<file path="src/rtl/busy_gate_pkg.sv">
package busy_gate_pkg;

    localparam int SA_W = 5;
    localparam int MC_W = 5;

    localparam logic [SA_W-1:0] SA_MODE_LO = '0;
    localparam logic [SA_W-1:0] SA_MODE_HI = '1;

    localparam logic [MC_W-1:0] MC_TX_STATUS = 5'b00010;
    localparam logic [MC_W-1:0] MC_TX_LASTCMD = 5'b10010;
    localparam logic [MC_W-1:0] MC_RT_RESET = 5'b01000;
    localparam logic [MC_W-1:0] MC_TX_SHUT = 5'b00100;
    localparam logic [MC_W-1:0] MC_TX_OVRD = 5'b00101;

    localparam int N_EXEMPT = 5;

    typedef enum logic [0:0] {
        LB_AWAIT = 1'b0,
        LB_CLEAR = 1'b1
    } lb_state_t;

    typedef struct packed {
        logic is_mode;
        logic exempt;
        logic keeps_busy;
        logic is_reset;
    } cmd_class_t;

    function automatic logic [MC_W-1:0] exempt_code(input int idx);
        unique case (idx)
            0:       return MC_TX_STATUS;
            1:       return MC_TX_LASTCMD;
            2:       return MC_RT_RESET;
            3:       return MC_TX_SHUT;
            default: return MC_TX_OVRD;
        endcase
    endfunction

endpackage

</file>
<file path="src/rtl/bg_classify.sv">
module bg_classify
    import busy_gate_pkg::*;
(
    input  logic [SA_W-1:0] subaddr,
    input  logic [MC_W-1:0] mode,
    input  logic            rsvd_legal,
    output cmd_class_t      cls
);
    logic [N_EXEMPT-1:0] hit;
    logic                mode_sa;

    assign mode_sa = (subaddr == SA_MODE_LO) || (subaddr == SA_MODE_HI);

    for (genvar g = 0; g < N_EXEMPT; g++) begin : g_exempt
        assign hit[g] = (mode == exempt_code(g));
    end

    always_comb begin
        cls.is_mode    = mode_sa;
        cls.exempt     = mode_sa && ((|hit) || rsvd_legal);
        cls.keeps_busy = mode_sa && ((mode == MC_TX_STATUS) || (mode == MC_TX_LASTCMD));
        cls.is_reset   = mode_sa && (mode == MC_RT_RESET);
    end
endmodule

</file>
<file path="src/rtl/bg_gate.sv">
module bg_gate
    import busy_gate_pkg::*;
(
    input  logic       clk,
    input  logic       rst_n,
    input  logic       cmd_valid,
    input  logic       busy,
    input  cmd_class_t cls,
    output logic       resp_valid,
    output logic       ram_en,
    output logic       pulse_en,
    output logic       rst_pulse
);
    logic ram_d, pulse_d, rstp_d;

    always_comb begin
        ram_d   = cmd_valid && (!busy || cls.exempt);
        pulse_d = cmd_valid && !busy;
        rstp_d  = cmd_valid && cls.is_reset;
    end

    always_ff @(posedge clk or negedge rst_n) begin
        if (!rst_n) begin
            resp_valid <= 1'b0;
            ram_en     <= 1'b0;
            pulse_en   <= 1'b0;
            rst_pulse  <= 1'b0;
        end else begin
            resp_valid <= cmd_valid;
            ram_en     <= ram_d;
            pulse_en   <= pulse_d;
            rst_pulse  <= rstp_d;
        end
    end
endmodule

</file>
<file path="src/rtl/bg_busy_fsm.sv">
module bg_busy_fsm
    import busy_gate_pkg::*;
(
    input  logic clk,
    input  logic rst_n,
    input  logic cmd_valid,
    input  logic keeps_busy,
    input  logic host_clr,
    output logic busy_latched
);
    lb_state_t state, state_nx;

    always_ff @(posedge clk or negedge rst_n) begin
        if (!rst_n) state <= LB_AWAIT;
        else        state <= state_nx;
    end

    always_comb begin
        state_nx = state;
        unique case (state)
            LB_AWAIT: begin
                if (host_clr)                      state_nx = LB_CLEAR; // HOST_RELEASE
                else if (cmd_valid && !keeps_busy) state_nx = LB_CLEAR; // CMD_RELEASE
            end
            LB_CLEAR: state_nx = LB_CLEAR;
            default:  state_nx = LB_AWAIT;
        endcase
    end

    always_comb begin
        unique case (state)
            LB_AWAIT: busy_latched = 1'b1;
            LB_CLEAR: busy_latched = 1'b0;
            default:  busy_latched = 1'b1;
        endcase
    end
endmodule

</file>
<file path="src/rtl/busy_gate.sv">
module busy_gate
    import busy_gate_pkg::*;
(
    input  logic            clk,
    input  logic            rst_n,
    input  logic            cmd_valid,
    input  logic [SA_W-1:0] cmd_subaddr,
    input  logic [MC_W-1:0] cmd_mode,
    input  logic            rsvd_legal,
    input  logic            busy,
    input  logic            host_clr,
    output logic            resp_valid,
    output logic            ram_en,
    output logic            pulse_en,
    output logic            rst_pulse,
    output logic            busy_latched
);
    cmd_class_t cls;

    bg_classify i_cls (
        .subaddr    (cmd_subaddr),
        .mode       (cmd_mode),
        .rsvd_legal (rsvd_legal),
        .cls        (cls)
    );

    bg_gate i_gate (
        .clk        (clk),
        .rst_n      (rst_n),
        .cmd_valid  (cmd_valid),
        .busy       (busy),
        .cls        (cls),
        .resp_valid (resp_valid),
        .ram_en     (ram_en),
        .pulse_en   (pulse_en),
        .rst_pulse  (rst_pulse)
    );

    bg_busy_fsm i_fsm (
        .clk          (clk),
        .rst_n        (rst_n),
        .cmd_valid    (cmd_valid),
        .keeps_busy   (cls.keeps_busy),
        .host_clr     (host_clr),
        .busy_latched (busy_latched)
    );
endmodule

</file>
<file path="config.mk">
export PLATFORM = sky130hd
export DESIGN_NAME = busy_gate
export DESIGN_NICKNAME = d
export VERILOG_FILES = /design/src/rtl/busy_gate_pkg.sv /design/src/rtl/bg_classify.sv /design/src/rtl/bg_gate.sv /design/src/rtl/bg_busy_fsm.sv /design/src/rtl/busy_gate.sv
export SDC_FILE = /design/constraint.sdc
export NUM_CORES = 1
export LEC_CHECK = 0
export CELL_PAD_IN_SITES_DETAIL_PLACEMENT = 0
export CELL_PAD_IN_SITES_GLOBAL_PLACEMENT = 1
export CORE_AREA = 2 2 39 41
export CTS_BUF_LIST = sky130_fd_sc_hd__clkbuf_8 sky130_fd_sc_hd__clkbuf_16
export DETAILED_ROUTE_END_ITERATION = 7
export DIE_AREA = 0 0 41 43
export PLACE_DENSITY = 0.73
export REMOVE_ABC_BUFFERS = 1
export SLEW_MARGIN = 10
export SYNTH_ARGS = -nofsm -noshare
export SYNTH_HDL_FRONTEND = slang
export SYNTH_HIERARCHICAL = 1
export SYNTH_SLANG_ARGS = --single-unit
</file>
<file path="constraint.sdc">
create_clock -name clk -period 1.6 [get_ports clk]
set_input_delay 0.24 -clock clk [delete_from_list [all_inputs] [get_ports clk]]
set_output_delay 0.24 -clock clk [all_outputs]
set_load 0.005 [all_outputs]
</file>
### After elaboration in Yosys (flattened, before gate mapping)

Index checks and enable logic that the tools add are counted.

| word-level totals | value |
|---|---|
| bits in registers | 5 |
| input bits | 16 |
| output and inout bits | 5 |
| logic and storage cells | 31 |

| operators by class | value |
|---|---|
| equality and inequality tests | 6 |
| multiplexer cells | 4 |
| bitwise logic cells | 1 |
| reduce and logical (&&, ||, !) cells | 15 |

Operators by type and width:

| operator | count |
|---|---|
| == test 5 x 3 -> 1 bit, second input constant | 2 |
| == test 5 bit, second input constant | 2 |
| logical AND 1 bit | 7 |
| == test 5 x 2 -> 1 bit, second input constant | 1 |
| == test 5 x 4 -> 1 bit, second input constant | 1 |
| logical NOT 5 bit | 1 |
| OR reduction 5 bit | 1 |
| logical OR 1 bit | 4 |
| one-hot mux 1 bit (2 select lines) | 2 |
| logical NOT 1 bit | 2 |
| two-way mux 1 bit | 2 |
| NOT 1 bit | 1 |

### Longest topological paths before layout

| logic depth | value |
|---|---|
| depth in word-level cells | 8 |
| gate-level depth with buffers | 5 |
| mapped depth without buffers | 5 |

### Cells and area by module

The synthesis kept the hierarchy.

Modules (own cells, without submodules):

| module | instances | cells each | area each (um^2) | seq. area each (um^2) |
|---|---|---|---|---|
| bg_gate | 1 | 8 | 127.6 | 100.1 |
| bg_classify | 1 | 14 | 102.6 | 0.0 |
| bg_busy_fsm | 1 | 5 | 41.3 | 25.0 |

### Worst setup path after synthesis

No wires, ideal clock.

| path | value |
|---|---|
| path kind | input -> register |
| start point | in cmd_subaddr[3] |
| end point | reg i_gate.rst_pulse |
| setup time | 119 ps |
| arrival time | 933 ps |
| required time | 1481 ps |
| setup slack | 548 ps |
| stages | 4 |
| path buffers | 0 |
| cells stage by stage | and4_4 mux2i_1 and3b_1 and2_1 |

RTL lines:

| element | line | source |
|---|---|---|
| start: declaration | busy_gate.sv:7 | `input logic [SA_W-1:0] cmd_subaddr,` |
| end signal: assignment | bg_gate.sv:32 | `rst_pulse <= rstp_d;` |
| end: declaration | bg_gate.sv:12 | `output logic rst_pulse` |

### Worst setup path in the final report

| path | value |
|---|---|
| start point | reg i_fsm.state |
| end point | out busy_latched |

| on the way | value |
|---|---|
| cells in the longest elaborated chain, start to end | 2 |

RTL lines:

| element | line | source |
|---|---|---|
| start: declaration | bg_busy_fsm.sv:11 | `lb_state_t state, state_nx;` |
| start signal: assignment | bg_busy_fsm.sv:15 | `else state <= state_nx;` |
| NOT 1 bit | bg_busy_fsm.sv:31 | `unique case (state)` |
| one-hot mux 1 bit (2 select lines) * | bg_busy_fsm.sv:31 |  |
| end: declaration | busy_gate.sv:16 | `output logic busy_latched` |

Every way passes the cells marked *; elsewhere a longest branch is shown, timed or not.

==> reports/metrics.yaml <==
timing:
  post-route-period-util_pct: 84.54
  slew_headroom_pct: 81.80
  final.setup.tns_ns: 0
  fmax_ghz: 0.7393
  fin_worst_skew_ns: 0
  slew_violations: 0
  rsz0062_at_grt: "false"
  layout_min_cycle_time_ns: 1.353
  hold_viol: 0
  hold_slack_ns: 0.2467
  setup_viol: 0
  tightestPinTransition_ns: 0.2723
worst_setup_path:
  timing.rr.end: "i_fsm/state$_DFF_PN0_"
  cp_max_fo: 2
  crit_path_start_kind: "flip-flop"
  worstReg2RegStart: "i_fsm/state$_DFF_PN0_"
  critical_path_class: "reg -> out"
  crit_required_ns: 1.36
  r2r_cells: 2
  worst_ep_arrival_time_ns: 1.11
  end_kind: "output pin"
  r2r_slack_ns: 0.95
placement:
  gp_congestion: 0.5625
  postPlaceCellArea_um2: 480.5
  io_buffers: 20
  dp_hpwl_um: 517
final_layout:
  syn2layout_area_growth_pct: 101.9
  finalCoreUtilization_pct: 37.97
  final_common_cell: "clkdlybuf4s50_1"
  antenna_cells: 0
  drive_above_1_share_pct: 12.24
  fill_cells: 157
  final_design_area_no_fill_um2: 525.5
  final_cell_mix: "clkdlybuf4s50_1 (20), dfrtp_1 (5), inv_1 (4)"
  final_net_count: 66
clocking:
  tritoncts: "done"
  hold_buffers: 0
  cts_resized: 0
  cts_buffers: 3
  cts_root_buffer: "clkbuf_8"
  clock_sinks: 5
  cts_max_path_buffers: 2
  clk_pin_slew_ns: 0.03
  clock_latency_ns: 0.22
  htreeDepth: 1
  postCtsSetupBuffers: 0
die:
  die-area_mm2: 0.001763
  floorplan.initialDensity_pct: 18.81
  core-area_mm2: 0.001384
  die_height_um: 43
  num_io_pins: 21
  dieWidth_um: 41
  rows: 14
outcome:
  outcome: "finished, final reports clean"
drt:
  viasPerCell: 4.200
  wl_um: 601
  vias: 273
  antenna_left: 0
  drtPass1Iterations: 2
  post_drt_wl_per_cell_um: 9.246
  drc: 0
  drtIter0Drc: 3
synth:
  netlist_area_um2: 260.3
  syn_avg_cell_area_um2: 10.41
  yosysWarnings: 6
  postSynthCellCount: 25
global_route:
  grt_overflow: 0
  grt_pass1_vias: 260
  grt_pass1_wl_um: 917
  antenna_found_initial: 0
  grt_max_degree: 6
  grt.total_usage_pct: 7.847
flow_run:
  drv_cap: 0
pwr:
  power_density_mw_per_mm2: 793.6
  finalPower_w: 0.0004170
  vdd_drop_max_mv: 0.2174
  p_leak_nw: 0.2277
worst_hold_path:
  min_path_type: "in -> async"
-- report_power, final --
part	internal, W	switching (W)	total (W)
Sequential	0.000131	0.000000972	0.000132
Clock	0.000164	0.0000552	0.000219
Combinational	0.0000465	0.0000192	0.0000657
Total	0.000342	0.0000754	0.000417
-- flip-flops by register name (all words and copies together) (netlist names) --
register,cells
i_gate/ram_en,1
i_fsm/state,1
i_gate/rst_pulse,1
i_gate/resp_valid,1
i_gate/pulse_en,1
-- final cells by class --
cell class	count	area [um2]	area share, %
repair buffers	20	200.2	38.10
flip-flops and latches	5	125.1	23.81
clock buffers	3	41.29	7.857
clock inverters	1	3.754	0.7143
multi-input cells	17	123.9	23.57
inverters	3	11.26	2.143
well taps	16	20.02	3.810
-- layer usage --
metal,vias to the layer above,GRT usage [%],part of all wire (%),routed length (um)
met5,-,0,0,0
met4,0,8.000,0,0
met3,0,2.094,13,76
met2,14,11.88,50,302
met1,125,7.767,37,222
li1,134,-,-,-
-- how the worst max path moves through the flow --
stage                          startpoint                    endpoint  cells past startpoint
CTS                 i_fsm/state$_DFF_PN0_                busy_latched                      2
global route        i_fsm/state$_DFF_PN0_                busy_latched                      2
finish              i_fsm/state$_DFF_PN0_                busy_latched                      2
floorplan                  cmd_subaddr[3]  i_gate/rst_pulse$_DFF_PN0_                      4
detailed placement            cmd_mode[3]     i_gate/ram_en$_DFF_PN0_                      6
global placement           cmd_subaddr[3]  i_gate/rst_pulse$_DFF_PN0_                      5
-- critical path: stages (launching register included) --
cell	delay [ns]
dfrtp_1	0.36
inv_1	0.05
clkdlybuf4s50_1	0.48
-- per-stage QoR --
step / setup slack (ns) / cells
2_1_floorplan: 0.5919 / 25
3_3_place_gp: 0.06836 / 61
3_5_place_dp: 0.06365 / 61
4_1_cts: 0.2368 / 65
5_1_grt: 0.1995 / 65
6_report: 0.2473 / 65
No activity file was read; power rests on OpenSTA's default activity.
